--- src/rtl/sar_rd_pkg.sv ---
package sar_rd_pkg;

  typedef enum logic [2:0] {
    ST_IDLE,
    ST_CONV,
    ST_ENW,
    ST_SCKH,
    ST_SCKL
  } rd_state_e;

  // bits needed to hold the value n
  function automatic int unsigned cnt_bits(input int unsigned n);
    return (n < 2) ? 1 : $clog2(n + 1);
  endfunction

  function automatic int unsigned max3(input int unsigned a, input int unsigned b,
                                       input int unsigned c);
    int unsigned m;
    m = (a > b) ? a : b;
    return (m > c) ? m : c;
  endfunction

endpackage

--- src/rtl/sar_rd_rate.sv ---
module sar_rd_rate
  import sar_rd_pkg::*;
#(
  parameter int unsigned CYC_MIN     = 1000,
  parameter int unsigned AUTO_PERIOD = 1000
) (
  input  logic clk,
  input  logic rst,
  input  logic start_req,
  input  logic auto_en,
  input  logic seq_idle,
  output logic launch,
  output logic spacing_ok
);
  localparam int unsigned SP_W = cnt_bits(CYC_MIN);
  localparam int unsigned AT_W = cnt_bits(AUTO_PERIOD);
  localparam logic [SP_W-1:0] SP_FULL = SP_W'(CYC_MIN);
  localparam logic [AT_W-1:0] AT_LAST = AT_W'(AUTO_PERIOD - 1);

  logic [SP_W-1:0] since_q;
  logic [AT_W-1:0] at_q;
  logic            pend_q;
  logic            tick;

  assign spacing_ok = (since_q == SP_FULL);
  assign tick       = auto_en && (at_q == AT_LAST);
  assign launch     = pend_q && spacing_ok && seq_idle;

  always_ff @(posedge clk) begin
    if (rst) begin
      since_q <= SP_FULL;
      at_q    <= '0;
      pend_q  <= 1'b0;
    end else begin
      if (launch)          since_q <= SP_W'(1);
      else if (!spacing_ok) since_q <= since_q + SP_W'(1);

      if (!auto_en || tick) at_q <= '0;
      else                  at_q <= at_q + AT_W'(1);

      pend_q <= (pend_q && !launch) || start_req || tick;
    end
  end

  // a waiting request is dropped only by starting a conversion
  p_pend_held_r9: assert property (@(posedge clk) disable iff (rst)
    (pend_q && !launch) |=> pend_q);

  // spacing restarts from one after every launch
  p_spacing_restart_r8: assert property (@(posedge clk) disable iff (rst)
    launch |=> !spacing_ok || (CYC_MIN == 1));

endmodule

--- src/rtl/sar_rd_seq.sv ---
module sar_rd_seq
  import sar_rd_pkg::*;
#(
  parameter int unsigned DATA_W   = 16,
  parameter int unsigned CONV_CYC = 550,
  parameter int unsigned EN_CYC   = 15,
  parameter int unsigned SCK_HALF = 7
) (
  input  logic clk,
  input  logic rst,
  input  logic launch,
  output logic cnv,
  output logic sclk,
  output logic busy,
  output logic idle,
  output logic cap_en,
  output logic cap_last
);
  localparam int unsigned CNT_W = cnt_bits(max3(CONV_CYC, EN_CYC, SCK_HALF));
  localparam int unsigned BIT_W = cnt_bits(DATA_W);
  localparam logic [CNT_W-1:0] CONV_END = CNT_W'(CONV_CYC - 1);
  localparam logic [CNT_W-1:0] EN_END   = CNT_W'(EN_CYC - 1);
  localparam logic [CNT_W-1:0] HALF_END = CNT_W'(SCK_HALF - 1);
  localparam logic [BIT_W-1:0] BIT_LAST = BIT_W'(DATA_W - 1);

  rd_state_e        st_q;
  logic [CNT_W-1:0] cnt_q;
  logic [BIT_W-1:0] bit_q;
  logic             phase_end;
  logic             last_bit;

  always_comb begin
    case (st_q)
      ST_CONV:          phase_end = (cnt_q == CONV_END);
      ST_ENW:           phase_end = (cnt_q == EN_END);
      ST_SCKH, ST_SCKL: phase_end = (cnt_q == HALF_END);
      default:          phase_end = 1'b0;
    endcase
  end

  assign idle     = (st_q == ST_IDLE);
  assign last_bit = (bit_q == BIT_LAST);
  assign cap_en   = phase_end && ((st_q == ST_ENW) || (st_q == ST_SCKL));
  assign cap_last = phase_end && (st_q == ST_SCKL) && last_bit;

  always_ff @(posedge clk) begin
    if (rst) begin
      st_q  <= ST_IDLE;
      cnt_q <= '0;
      bit_q <= '0;
      cnv   <= 1'b0;
      sclk  <= 1'b0;
      busy  <= 1'b0;
    end else if (st_q == ST_IDLE) begin
      if (launch) begin
        st_q  <= ST_CONV;
        cnt_q <= '0;
        cnv   <= 1'b1;
        busy  <= 1'b1;
      end
    end else if (!phase_end) begin
      cnt_q <= cnt_q + CNT_W'(1);
    end else begin
      cnt_q <= '0;
      case (st_q)
        ST_CONV: begin
          cnv  <= 1'b0;
          st_q <= ST_ENW;
        end
        ST_ENW: begin
          sclk  <= 1'b1;
          bit_q <= BIT_W'(1);
          st_q  <= ST_SCKH;
        end
        ST_SCKH: begin
          sclk <= 1'b0;
          st_q <= ST_SCKL;
        end
        ST_SCKL: begin
          if (last_bit) begin
            busy <= 1'b0;
            st_q <= ST_IDLE;
          end else begin
            bit_q <= bit_q + BIT_W'(1);
            sclk  <= 1'b1;
            st_q  <= ST_SCKH;
          end
        end
        default: st_q <= ST_IDLE;
      endcase
    end
  end

  // no serial clock while the enable delay runs
  p_enable_wait_r3: assert property (@(posedge clk) disable iff (rst)
    (st_q == ST_ENW) |-> (!cnv && !sclk));

  // the strobe rises only with busy set
  p_busy_on_r7: assert property (@(posedge clk) disable iff (rst)
    $rose(cnv) |-> busy);

endmodule

--- src/rtl/sar_rd_capture.sv ---
module sar_rd_capture #(
  parameter int unsigned DATA_W = 16
) (
  input  logic              clk,
  input  logic              rst,
  input  logic              clear,
  input  logic              cap_en,
  input  logic              cap_last,
  input  logic              sdo,
  output logic [DATA_W-1:0] result,
  output logic              result_valid
);
  logic [DATA_W-2:0] sh_q;

  always_ff @(posedge clk) begin
    if (rst) begin
      sh_q         <= '0;
      result       <= '0;
      result_valid <= 1'b0;
    end else begin
      result_valid <= cap_last;
      if (clear)       sh_q <= '0;
      else if (cap_en) sh_q <= {sh_q[DATA_W-3:0], sdo};
      if (cap_last)    result <= {sh_q, sdo};
    end
  end

  // one-cycle strobe
  p_valid_pulse_r6: assert property (@(posedge clk) disable iff (rst)
    result_valid |=> !result_valid);

  // result moves only with its strobe
  p_result_stable_r6: assert property (@(posedge clk) disable iff (rst)
    !result_valid |-> $stable(result));

endmodule

--- src/rtl/sar_serial_reader.sv ---
module sar_serial_reader
  import sar_rd_pkg::*;
#(
  parameter int unsigned DATA_W      = 16,
  parameter int unsigned CONV_CYC    = 550,
  parameter int unsigned EN_CYC      = 15,
  parameter int unsigned SCK_HALF    = 7,
  parameter int unsigned CYC_MIN     = 1000,
  parameter int unsigned AUTO_PERIOD = 1000
) (
  input  logic              clk,
  input  logic              rst,
  input  logic              start_req,
  input  logic              auto_en,
  input  logic              adc_sdo,
  output logic              adc_cnv,
  output logic              adc_sclk,
  output logic [DATA_W-1:0] result,
  output logic              result_valid,
  output logic              busy
);
  localparam int unsigned HI_W   = cnt_bits(CONV_CYC + 1);
  localparam int unsigned FALL_W = cnt_bits(DATA_W);

  // named internal events
  logic launch;
  logic spacing_ok;
  logic seq_idle;
  logic cap_en;
  logic cap_last;

  sar_rd_rate #(
    .CYC_MIN    (CYC_MIN),
    .AUTO_PERIOD(AUTO_PERIOD)
  ) u_rate (
    .clk       (clk),
    .rst       (rst),
    .start_req (start_req),
    .auto_en   (auto_en),
    .seq_idle  (seq_idle),
    .launch    (launch),
    .spacing_ok(spacing_ok)
  );

  sar_rd_seq #(
    .DATA_W  (DATA_W),
    .CONV_CYC(CONV_CYC),
    .EN_CYC  (EN_CYC),
    .SCK_HALF(SCK_HALF)
  ) u_seq (
    .clk     (clk),
    .rst     (rst),
    .launch  (launch),
    .cnv     (adc_cnv),
    .sclk    (adc_sclk),
    .busy    (busy),
    .idle    (seq_idle),
    .cap_en  (cap_en),
    .cap_last(cap_last)
  );

  sar_rd_capture #(
    .DATA_W(DATA_W)
  ) u_cap (
    .clk         (clk),
    .rst         (rst),
    .clear       (launch),
    .cap_en      (cap_en),
    .cap_last    (cap_last),
    .sdo         (adc_sdo),
    .result      (result),
    .result_valid(result_valid)
  );

  // observation counters for the pin-level properties
  logic [HI_W-1:0]   hi_cnt_q;
  logic [FALL_W-1:0] fall_cnt_q;
  logic              sclk_q;

  always_ff @(posedge clk) begin
    if (rst) begin
      hi_cnt_q   <= '0;
      fall_cnt_q <= '0;
      sclk_q     <= 1'b0;
    end else begin
      hi_cnt_q <= adc_cnv ? hi_cnt_q + HI_W'(1) : '0;
      sclk_q   <= adc_sclk;
      if (launch)                   fall_cnt_q <= '0;
      else if (sclk_q && !adc_sclk) fall_cnt_q <= fall_cnt_q + FALL_W'(1);
    end
  end

  // strobe width
  p_cnv_width_r2: assert property (@(posedge clk) disable iff (rst)
    $fell(adc_cnv) |-> (hi_cnt_q == HI_W'(CONV_CYC)));

  // clock quiet while converting
  p_sclk_quiet_r3: assert property (@(posedge clk) disable iff (rst)
    adc_cnv |-> !adc_sclk);

  // falling-edge count at completion
  p_fall_count_r4: assert property (@(posedge clk) disable iff (rst)
    result_valid |-> (fall_cnt_q == FALL_W'(DATA_W - 1)));

  // busy released with the result strobe
  p_busy_clear_r7: assert property (@(posedge clk) disable iff (rst)
    result_valid |-> !busy);

  // every strobe rise follows a met spacing limit
  p_spacing_r8: assert property (@(posedge clk) disable iff (rst)
    $rose(adc_cnv) |-> $past(spacing_ok));

endmodule

--- config.mk ---
export PLATFORM = sky130hd
export DESIGN_NAME = sar_serial_reader
export DESIGN_NICKNAME = d
export VERILOG_FILES = /design/src/rtl/sar_rd_pkg.sv /design/src/rtl/sar_rd_rate.sv /design/src/rtl/sar_rd_seq.sv /design/src/rtl/sar_rd_capture.sv /design/src/rtl/sar_serial_reader.sv
export SDC_FILE = /design/constraint.sdc
export NUM_CORES = 1
export LEC_CHECK = 0
export BUFFER_PORTS_ARGS = -buffer_cell sky130_fd_sc_hd__buf_2
export CORE_MARGIN = 5
export CORE_UTILIZATION = 40
export CTS_CLUSTER_DIAMETER = 120
export DETAILED_ROUTE_END_ITERATION = 10
export PLACE_DENSITY = 0.64
export SLEW_MARGIN = 20
export SYNTH_ARGS = -nofsm -noshare
export SYNTH_HDL_FRONTEND = slang
export SYNTH_HIERARCHICAL = 1
export SYNTH_SLANG_ARGS = --single-unit
--- constraint.sdc ---
create_clock -name clk -period 5.3 [get_ports clk]
set_clock_uncertainty 0.15 [all_clocks]
set_input_delay 0.795 -clock clk [delete_from_list [all_inputs] [get_ports clk]]
set_output_delay 0.795 -clock clk [all_outputs]
set_load 0.03 [all_outputs]
Word-level counts from Yosys, hierarchy flattened
Index checks and enable logic that the tools add are counted.

Equality and inequality tests: 13. $add $sub $neg: 4. Mux-type cells: 23. Reduce and logical (&&, ||, !) cells: 28. Bitwise operators: 1.

Operators with widths (count): $mux 10 (5); $add 10x1->10 const B (3); $eq 10x10->1 const B (3); $pmux 3 s4 (1); $reduce_and 4->1 (3); $eq 10x3->1 const B (1); $eq 10x4->1 const B (1); $pmux 5 s2 (1); $reduce_bool 2->1 (5); $mux 1 (9); $mux 3 (3); $logic_and 1x1->1 (7); $eq 3x2->1 const B (2); $pmux 1 s3 (2); $reduce_or 2->1 (3); $add 5x1->5 const B (1); $eq 5x4->1 const B (1); $mux 5 (1); $logic_or 1x1->1 (4); $ne 2x2->1 const B (2); $eq 3x1->1 const B (1); $eq 3x3->1 const B (1); $logic_not 3->1 (1); $reduce_and 3->1 (1); 6 further kinds (7).

Input port bits: 5. Output and inout bits: 20. Register bits after elaboration: 74. Word-level logic and storage cells: 82.

Logic depth before layout (Yosys ltp)
Gate-level depths: netlist of run 1.

Depth in word-level cells: 7. Depth in mapped cells: 10. Mapped depth without buffers: 8.

Cells and area by module
Netlist of run 1, hierarchy kept.

Modules (own cells, without submodules): sar_rd_seq (cells an instance 167, area an instance 1347.5 µm², seq. area each 420.4 µm², times used 1); sar_rd_capture (cells an instance 104, area an instance 1147.4 µm², seq. area each 640.6 µm², times used 1); sar_rd_rate (cells an instance 120, area an instance 1088.5 µm², seq. area each 420.4 µm², times used 1).

Worst setup path after synthesis of run 1
OpenSTA, ideal clock, no wires.

Path kind: flip-flop to flip-flop. Start point: register u_seq.st_q[2]. End point: register u_cap.sh_q[13]. Arrival: 2117 ps. Setup slack: 2918 ps. Library setup time: 115 ps. Required time: 5035 ps. Clock period less this slack: 2382 ps. Cell stages (with the launch flop): 11. Path buffers: 4. Cells stage by stage: dfxtp_1 > buf_2 > nor3b_1 > xnor2_1 > o211ai_2 > buf_4 > nor3_1 > buf_2 > buf_4 > mux2i_1 > nor2_2.

Longest elaborated chain between the ends: 4. Elaborated cells on any way between the ends: 11. Classes of those cells: eq/ne: 4; mux: 1; reduce/logical: 6.

RTL lines: start: declaration (RTL line sar_rd_seq.sv:26) `rd_state_e st_q;`; start signal: assignment (RTL line sar_rd_seq.sv:48) `st_q <= ST_IDLE;`; start signal: assignment (RTL line sar_rd_seq.sv:56) `st_q <= ST_CONV;`; start signal: assignment (RTL line sar_rd_seq.sv:68) `st_q <= ST_ENW;`; $eq 3x2->1 or $eq 3x3->1 (tied branches) (RTL line sar_rd_seq.sv:33, sar_rd_seq.sv:43); $reduce_or 2->1 (RTL line sar_rd_seq.sv:33) `case (st_q)`; $pmux 1 s3 (RTL line sar_rd_seq.sv:33); $logic_and 1x1->1 (*) (RTL line sar_rd_seq.sv:43) `assign cap_en = phase_end && ((st_q == ST_ENW) || (st_q == ST_SCKL));`; via cap_en (RTL line sar_serial_reader.sv:29) `logic cap_en;`; end signal: assignment (RTL line sar_rd_capture.sv:23) `else if (cap_en) sh_q <= {sh_q[DATA_W-3:0], sdo};`; end: declaration (RTL line sar_rd_capture.sv:13) `logic [DATA_W-2:0] sh_q;`.

The timed path passes the listed nets; every way through them passes the cells marked *. A chain may end at the register's enable or synchronous reset.

Worst setup path after layout of run 1
Start point: register u_seq.st_q[2]. End point: register u_seq.cnt_q[9].

Elaborated cells on any way between the ends: 11. Classes of those cells: eq/ne: 5; mux: 3; reduce/logical: 3.

RTL lines: $logic_not 3->1 (RTL line sar_rd_seq.sv:41) `assign idle = (st_q == ST_IDLE);`; via seq_idle (RTL line sar_serial_reader.sv:28) `logic seq_idle;`; $logic_and 1x1->1 (RTL line sar_rd_rate.sv:27) `assign launch = pend_q && spacing_ok && seq_idle;`; via launch (RTL line sar_serial_reader.sv:26) `logic launch;`; $ne 2x2->1 (no source line); end signal: assignment (RTL line sar_rd_seq.sv:62) `cnt_q <= cnt_q + CNT_W'(1);`; end: declaration (RTL line sar_rd_seq.sv:27) `logic [CNT_W-1:0] cnt_q;`.

The timed path passes the listed nets, and every way through them passes these cells.

==> results of run 1 <==
[per-stage QoR]
step / setup slack (ps) / area (sq um) / power [mW] / utilization [%]
finish: 2499 / 3923 / 1.401 / 44.98
global route: 2234 / 3923 / 1.491 / 44.98
CTS: 2510 / 3923 / 1.417 / 44.98
detailed placement: 2523 / 3715 / 0.9510 / 42.60
global placement: 2562 / 3715 / 0.9461 / 42.60
floorplan: 2918 / 3583 / 0.9277 / -
[metal layers]
| layer | GRT usage (%) | vias up |
|---|---|---|
| met5 | 0 | - |
| met4 | 5.023 | 0 |
| met3 | 3.576 | 9 |
| met2 | 20.95 | 55 |
| met1 | 17.37 | 1364 |
| li1 | - | 1469 |
[critical path: stages (launching register included)]
cell and delay [ps]:
sky130_fd_sc_hd__dfxtp_1 460, sky130_fd_sc_hd__or2_2 420, sky130_fd_sc_hd__nor2_1 190, sky130_fd_sc_hd__nand2_1 180, sky130_fd_sc_hd__nor4_4 540, sky130_fd_sc_hd__nor3_1 160
sky130_fd_sc_hd__a2111oi_0 460, sky130_fd_sc_hd__a21oi_1 80, sky130_fd_sc_hd__o21ai_0 90
[area by class of cell]
cell class | instances | area, sq um
clock inverters | 7 | 83.83
flip-flops and latches | 74 | 1481
clock buffers | 9 | 123.9
well taps | 108 | 135.1
fillers | 835 | 4798
inverters | 15 | 56.30
repair buffers | 26 | 135.1
multi-input cells | 281 | 1907
[state kept, by name, indices dropped and copies added, names as in the netlist]
name                count
u_cap/result           16
u_seq/sclk              1
u_seq/st_q              3
u_rate/since_q         10
u_rate/pend_q           1
u_seq/bit_q             5
u_cap/result_valid      1
u_seq/cnv               1
u_seq/cnt_q            10
u_seq/busy              1
u_rate/at_q            10
u_cap/sh_q             15
[Yosys cell counts (5+ instances only)]
cell	instances	area (sq um)
sky130_fd_sc_hd__a21oi_1	20	100.1
sky130_fd_sc_hd__a22oi_1	6	45.04
sky130_fd_sc_hd__a31oi_1	6	37.54
sky130_fd_sc_hd__and3_1	10	62.56
sky130_fd_sc_hd__buf_2	5	25.02
sky130_fd_sc_hd__buf_4	7	52.55
sky130_fd_sc_hd__buf_6	5	56.30
sky130_fd_sc_hd__dfxtp_1	74	1481
sky130_fd_sc_hd__ha_1	6	75.07
sky130_fd_sc_hd__inv_1	14	52.55
sky130_fd_sc_hd__mux2i_1	33	330.3
sky130_fd_sc_hd__nand2_1	19	71.32
sky130_fd_sc_hd__nand3_1	8	40.04
sky130_fd_sc_hd__nand4_1	5	31.28
sky130_fd_sc_hd__nor2_1	51	191.4
sky130_fd_sc_hd__nor3_1	11	55.05
sky130_fd_sc_hd__o21ai_0	20	100.1
sky130_fd_sc_hd__o31ai_1	6	45.04
sky130_fd_sc_hd__or4_1	7	52.55
sky130_fd_sc_hd__xor2_1	5	43.79
[worst min-delay path by stage]
stage	start	end	slack, ps
3_3_place_gp	u_rate/at_q[0]$_SDFF_PP0_	u_rate/at_q[0]$_SDFF_PP0_	280
3_5_place_dp	u_rate/at_q[0]$_SDFF_PP0_	u_rate/at_q[0]$_SDFF_PP0_	290
5_1_grt	u_rate/at_q[0]$_SDFF_PP0_	u_rate/at_q[0]$_SDFF_PP0_	340
2_1_floorplan	u_rate/at_q[0]$_SDFF_PP0_	u_rate/at_q[0]$_SDFF_PP0_	270
4_1_cts	u_rate/at_q[0]$_SDFF_PP0_	u_rate/at_q[0]$_SDFF_PP0_	300
6_report	u_rate/at_q[0]$_SDFF_PP0_	u_rate/at_q[0]$_SDFF_PP0_	300
[kinds of logic (layout without fill, tap and decap cells)]
family | Yosys count | count (layout) | synth area share, %
DFF | 74 | 74 | 41.34
xor gates and xnor gates | 9 | 9 | 2.200
and+or+nand+nor | 146 | 146 | 22.59
muxes | 33 | 33 | 9.218
adders and majority gates | 6 | 6 | 2.095
buffers and inverters | 36 | 57 | 5.726
AOI/OAI and AO/OA | 87 | 87 | 16.83
[power breakdown]
group / leakage [nW] / internal (mW) / switching, mW
logic: 0.699 / 0.100 / 0.181
clock network: 0.103 / 0.227 / 0.234
registers: 0.599 / 0.596 / 0.0627
total: 1.40 / 0.923 / 0.479
==> qor.txt, run 1 <==
Worst slew pin tran - 787.4 ps
Total die area - 0.01095 sq mm
Clock tree from TritonCTS - yes
Detailed-route wire length - 7.120 mm
Register-to-register setup slack - 2500 ps
Die boundary width - 104.7 microns
CTS H-tree depth - 3
Ratio of final minimum period to clock period - 52.85%
Initial antenna violation count - 0
Uppermost routed layer - met4
Clock edge transition at the registers on the reported setup and hold paths - 80 ps
Class of the tightest hold or removal check - reg2reg
Diodes inserted - 0
Combined area of all synthesized cells - 0.003583 sq mm
Number of distinct standard cells referenced by the synthesized netlist - 67
Cell area power density - 357.2 mW/mm^2
Critical Path Start Type - register
Number of enable-type register cells in the synthesized netlist - 0
Wire length of the first global-routing pass - 12.33 mm
Total length of routed met3 wires - 298 microns
Maximum vdd drop - 0.0001557 V
Number of cells traversed by the worst hold path - 1
Effective utilization at floorplan - 41.09%
Via count of the first global-routing pass - 2656
Final critical delay including setup and external delays - 2801 ps
Share of synthesized area occupied by flip-flops and latches - 41.34%
Maximum number of pins on one net before global-route repair - 44
Wire length per cell after detailed routing - 13.69 microns
Commonest non-fill, non-tap cell in the layout - sky130_fd_sc_hd__dfxtp_1
Static leakage - 1.400 nW
Number of gates resized after CTS - 0
Outcome - completed
Average via count per standard cell - 5.571
Clock root buffer - sky130_fd_sc_hd__clkbuf_8
Max transition margin - 47.35%
Flops & latches, synth - 74
Max Freq - 0.3570 GHz
Standard-cell row count - 34
Type of the worst setup path - reg2reg
Critical path peak fanout - 13
Hpwl dp - 4.803 mm
Total routing usage reported by global routing - 13.27%
Most used flip-flop cell after synthesis - sky130_fd_sc_hd__dfxtp_1
Data arrival, critical path - 2930 ps
Post-Route Hold Slack - 301.2 ps
Clock insertion delay at the later pin of the skew report - 350 ps
Count of unresolved DRC violations after routing - 0
Accumulated negative setup slack - 0 ps
ANT nets after route - 0
Mean instance size in the synthesized netlist - 9.165 sq um
Routed wl met2 - 3.322 mm
Endpoint kind of the worst setup timing path - register
Area growth syn-to-layout - 9.462%
Yosys warning count - 6
Ratio of cells with drive above 1 in the final layout - 15.05%
Post-CTS setup buffer count - 0
Number of violations reported at the end of detailed-routing iteration 0 - 180
Clock tree sinks - 74
Number of standard cells after synthesis - 391
Global route overflow - 0
Depth of the worst register-to-register path - 8
Die Height - 104.7 microns
Max Root-Sink Buffers - 2
Final Instance Count excl. Fillers - 520
Core area - 0.008721 sq mm
Data required, critical path - 5430 ps
Count of max-cap constraint violations - 0
Post-CTS Hold Fix Bufs - 0
NumNets Final - 418
Number of hold violations in the final report - 0
Crit Reg-Reg Endpoint - u_seq/cnt_q[9]$_SDFFE_PP0P_
# setup viols final - 0
Number of port buffers - 24
Async set-reset flop share out of synthesis - 0%
Total nets after synthesis - 402
Placed cell count - 504
Via Count - 2897
Drt first pass iters - 4
Most used cells in the layout excluding fill and tap cells - 74 x sky130_fd_sc_hd__dfxtp_1, 51 x sky130_fd_sc_hd__nor2_1, 33 x sky130_fd_sc_hd__mux2i_1
Sum of routed wire segments on met1 - 3.405 mm
Gpl congestion - 0.8313
Final count of pins violating max slew - 0
Number of placed I/O pins - 25
Worst setup path startpoint - u_seq/st_q[2]$_SDFFE_PP0P_
RSZ-0062 raised after global routing - false
Destination of the critical timing path - u_seq/cnt_q[9]$_SDFFE_PP0P_
Beginning of the worst register-to-register path - u_seq/st_q[2]$_SDFFE_PP0P_
CTS buffer count - 9
(Power assumes the default switching activity.)
==> run 2: changes to the inputs <==
--- a/config.mk
+++ b/config.mk
@@ -10,7 +10,7 @@
 export CORE_UTILIZATION = 40
 export CTS_CLUSTER_DIAMETER = 120
 export DETAILED_ROUTE_END_ITERATION = 10
-export PLACE_DENSITY = 0.64
+export PLACE_DENSITY = 0.66
 export SLEW_MARGIN = 20
 export SYNTH_ARGS = -nofsm -noshare
 export SYNTH_HDL_FRONTEND = slang
==> constraint.sdc (replaced) <==
create_clock -name clk -period 2.35 [get_ports clk]
set_clock_uncertainty 0.15 [all_clocks]
set_input_delay 0.3525 -clock clk [delete_from_list [all_inputs] [get_ports clk]]
set_output_delay 0.3525 -clock clk [all_outputs]
set_load 0.03 [all_outputs]
==> run 2 against run 1 <==
  * First-iteration DRC count is 14% lower
  * Core utilization is 2.4 points higher
  * Register-to-register slack worse by 2400 ps
  * Die area stayed put
  * Setup slack worse by 2400 ps
  * Critical path type unchanged
==> qor.txt, run 2 (synthesis gave the netlist of run 1 again) <==
Clock tree sinks - 74 (unchanged)
Initial antenna violation count - 0 (unchanged)
Type of the worst setup path - reg2reg
Setup ws final - 139.6 ps (-2360 ps)
Maximum vdd drop - 0.0004862 V (+210%)
Clock root buffer - sky130_fd_sc_hd__clkbuf_8
Clock edge transition at the registers on the reported setup and hold paths - 70 ps (about the same)
Cell area power density - 799.9 mW/mm^2 (+120%)
Critical path peak fanout - 9 (-4)
Max Root-Sink Buffers - 2 (unchanged)
Internal cell power - 2.261 mW (+150%)
Ratio of cells with drive above 1 in the final layout - 20.88% (+5.8 points)
Switching power - 1.047 mW (+120%)
Number of cells traversed by the worst hold path - 3 (+2)
Most used cells in the layout excluding fill and tap cells - 71 x sky130_fd_sc_hd__dfxtp_1, 50 x sky130_fd_sc_hd__nor2_1, 33 x sky130_fd_sc_hd__mux2i_1
Worst slew pin tran - 720.3 ps (-67.02 ps)
Commonest non-fill, non-tap cell in the layout - sky130_fd_sc_hd__dfxtp_1
Accumulated negative setup slack - 0 ps (unchanged)
Standard-cell row count - 34 (unchanged)
Endpoint kind of the worst setup timing path - register
Final count of pins violating max slew - 0 (unchanged)
Number of hold violations in the final report - 0 (unchanged)
Total die area - 0.01095 sq mm (unchanged)
Number of port buffers - 24 (unchanged)
Wire length of the first global-routing pass - 12.94 mm (+5.0%)
Beginning of the worst register-to-register path - u_seq/st_q[2]$_SDFFE_PP0P_
Count of max-cap constraint violations - 0 (unchanged)
Maximum number of pins on one net before global-route repair - 23 (-48%)
Die boundary width - 104.7 microns (unchanged)
Count of unresolved DRC violations after routing - 0 (unchanged)
Number of violations reported at the end of detailed-routing iteration 0 - 155 (-14%)
Via Count - 2941 (+1.5%)
Wire length per cell after detailed routing - 13.76 microns (+0.50%)
Register-to-register setup slack - 140 ps (-2360 ps)
Global route overflow - 0 (unchanged)
NumNets Final - 437 (+4.5%)
CTS buffer count - 9 (unchanged)
Diodes inserted - 0 (unchanged)
Clock insertion delay at the later pin of the skew report - 340 ps (about the same)
Crit Reg-Reg Endpoint - u_seq/cnt_q[9]$_SDFFE_PP0P_
Switching part of the total power - 31.65% (-2.5 points)
Total Power Consumption - 3.308 mW (+140%)
Register with the highest flop count - u_cap/result
Data arrival, critical path - 2270 ps (-660 ps)
Post-Route Hold Slack - 112.3 ps (-188.9 ps)
Largest register FFs - 16 (unchanged)
Clock tree from TritonCTS - yes
Leading registers by flop count - u_cap/result x16, u_cap/sh_q x15
Gpl congestion - 0.8183 (-1.6%)
Dpl ws - 48.78 ps (-2475 ps)
Average via count per standard cell - 5.456 (-2.1%)
Data required, critical path - 2410 ps (-3020 ps)
Ratio of final minimum period to clock period - 94.06% (+41 points)
Clock network fraction of total power - 32.5% (-0.4 points)
Final critical delay including setup and external delays - 2210 ps (-590.4 ps)
Total routing usage reported by global routing - 13.77% (+0.50 points)
Class of the tightest hold or removal check - in2reg
Die Height - 104.7 microns (unchanged)
Detailed-route wire length - 7.417 mm (+4.2%)
Static leakage - 1.513 nW (+8.0%)
CTS H-tree depth - 3 (unchanged)
Effective utilization at floorplan - 41.09% (unchanged)
Fraction of power consumed by sequential logic - 44.2% (-2.8 points)
Core area - 0.008721 sq mm (unchanged)
Critical Path Start Type - register
Depth of the worst register-to-register path - 8 (unchanged)
Drt first pass iters - 4 (unchanged)
Logic pwr share - 23.3% (+3.2 points)
Outcome - completed
Worst Min Path Start - start_req
Max Freq - 0.4524 GHz (+27%)
Share of the core filled with cells - 47.42% (+2.4 points)
# setup viols final - 0 (unchanged)
Hpwl dp - 5.285 mm (+10%)
Post-CTS Hold Fix Bufs - 0 (unchanged)
Hold Path Sink - u_rate/pend_q$_SDFF_PP0_
Via count of the first global-routing pass - 2869 (+8.0%)
Number of placed I/O pins - 25 (unchanged)
Area growth syn-to-layout - 15.40%
ANT nets after route - 0 (unchanged)
Max transition margin - 51.69% (+4.3 points)
-- run 2: cell types whose count changed in the layout (fill, tap and decap cells not counted), sizes merged --
cell and change:
bufinv +1, clkinv +1, inv -3, buf +19
clkbuf +1
-- run 2: final cells by class --
class                           instances  area (sq um)
Clock buffer                           10         127.6
Multi-Input combinational cell        281          1951
Inverter                               15         56.30
Timing Repair Buffer                   45         290.3
Tap cell                              108         135.1
Sequential cell                        74          1485
Clock inverter                          6         90.09
Fill cell                             832          4586
-- run 2: worst max path at each step --
stage                                      startpoint                           to  slack, ps  cells after the start
after floorplan            u_seq/st_q[2]$_SDFFE_PP0P_  u_cap/sh_q[13]$_SDFFE_PP0P_         10                     10
after global placement    u_seq/bit_q[0]$_SDFFE_PP0P_  u_seq/bit_q[4]$_SDFFE_PP0P_         80                      8
after detailed placement  u_seq/bit_q[0]$_SDFFE_PP0P_  u_seq/bit_q[1]$_SDFFE_PP0P_         50                      8
after CTS                 u_seq/bit_q[0]$_SDFFE_PP0P_  u_seq/bit_q[1]$_SDFFE_PP0P_         20                      8
after global routing       u_seq/st_q[2]$_SDFFE_PP0P_  u_seq/cnt_q[9]$_SDFFE_PP0P_        -30                      8
final                      u_seq/st_q[2]$_SDFFE_PP0P_  u_seq/cnt_q[9]$_SDFFE_PP0P_        140                      8
-- run 2: routing by layer --
metal / vias up / global-route usage [%] / share of wire (%)
met2: 43 / 24.39 / 50
met3: 10 / 3.884 / 3.3
met5: - / 0 / 0
li1: 1497 / - / -
met1: 1391 / 16.25 / 45
met4: 0 / 3.836 / 0.90
-- run 2: per-stage QoR --
stage               std cells  area (sq um)
finish                    539          4135
global route              539          4135
CTS                       537          4073
detailed placement        521          3855
global placement          521          3855
floorplan                 391          3591
-- run 2: power groups by stage --
stage / clock network [mW] / logic [mW] / registers, mW
floorplan: 0 / 0.616 / 1.48
global placement: 0 / 0.727 / 1.48
detailed placement: 0 / 0.748 / 1.49
CTS: 1.11 / 0.748 / 1.46
global route: 1.17 / 0.858 / 1.48
finish: 1.07 / 0.770 / 1.46
-- run 2: worst max-delay path, cell delays in order (launching register included) --
cell	delay, ps
sky130_fd_sc_hd__dfxtp_2	370
sky130_fd_sc_hd__or2_2	340
sky130_fd_sc_hd__nor2_4	120
sky130_fd_sc_hd__nand2_2	100
sky130_fd_sc_hd__nor4_4	410
sky130_fd_sc_hd__nor4_2	140
sky130_fd_sc_hd__buf_4	180
sky130_fd_sc_hd__a21oi_1	150
sky130_fd_sc_hd__o21ai_0	120
-- run 2: timing repair --
action,in CTS,in global routing
buffers inserted,0,2
resized for setup,0,13
endpoints found under the setup margin,0,43
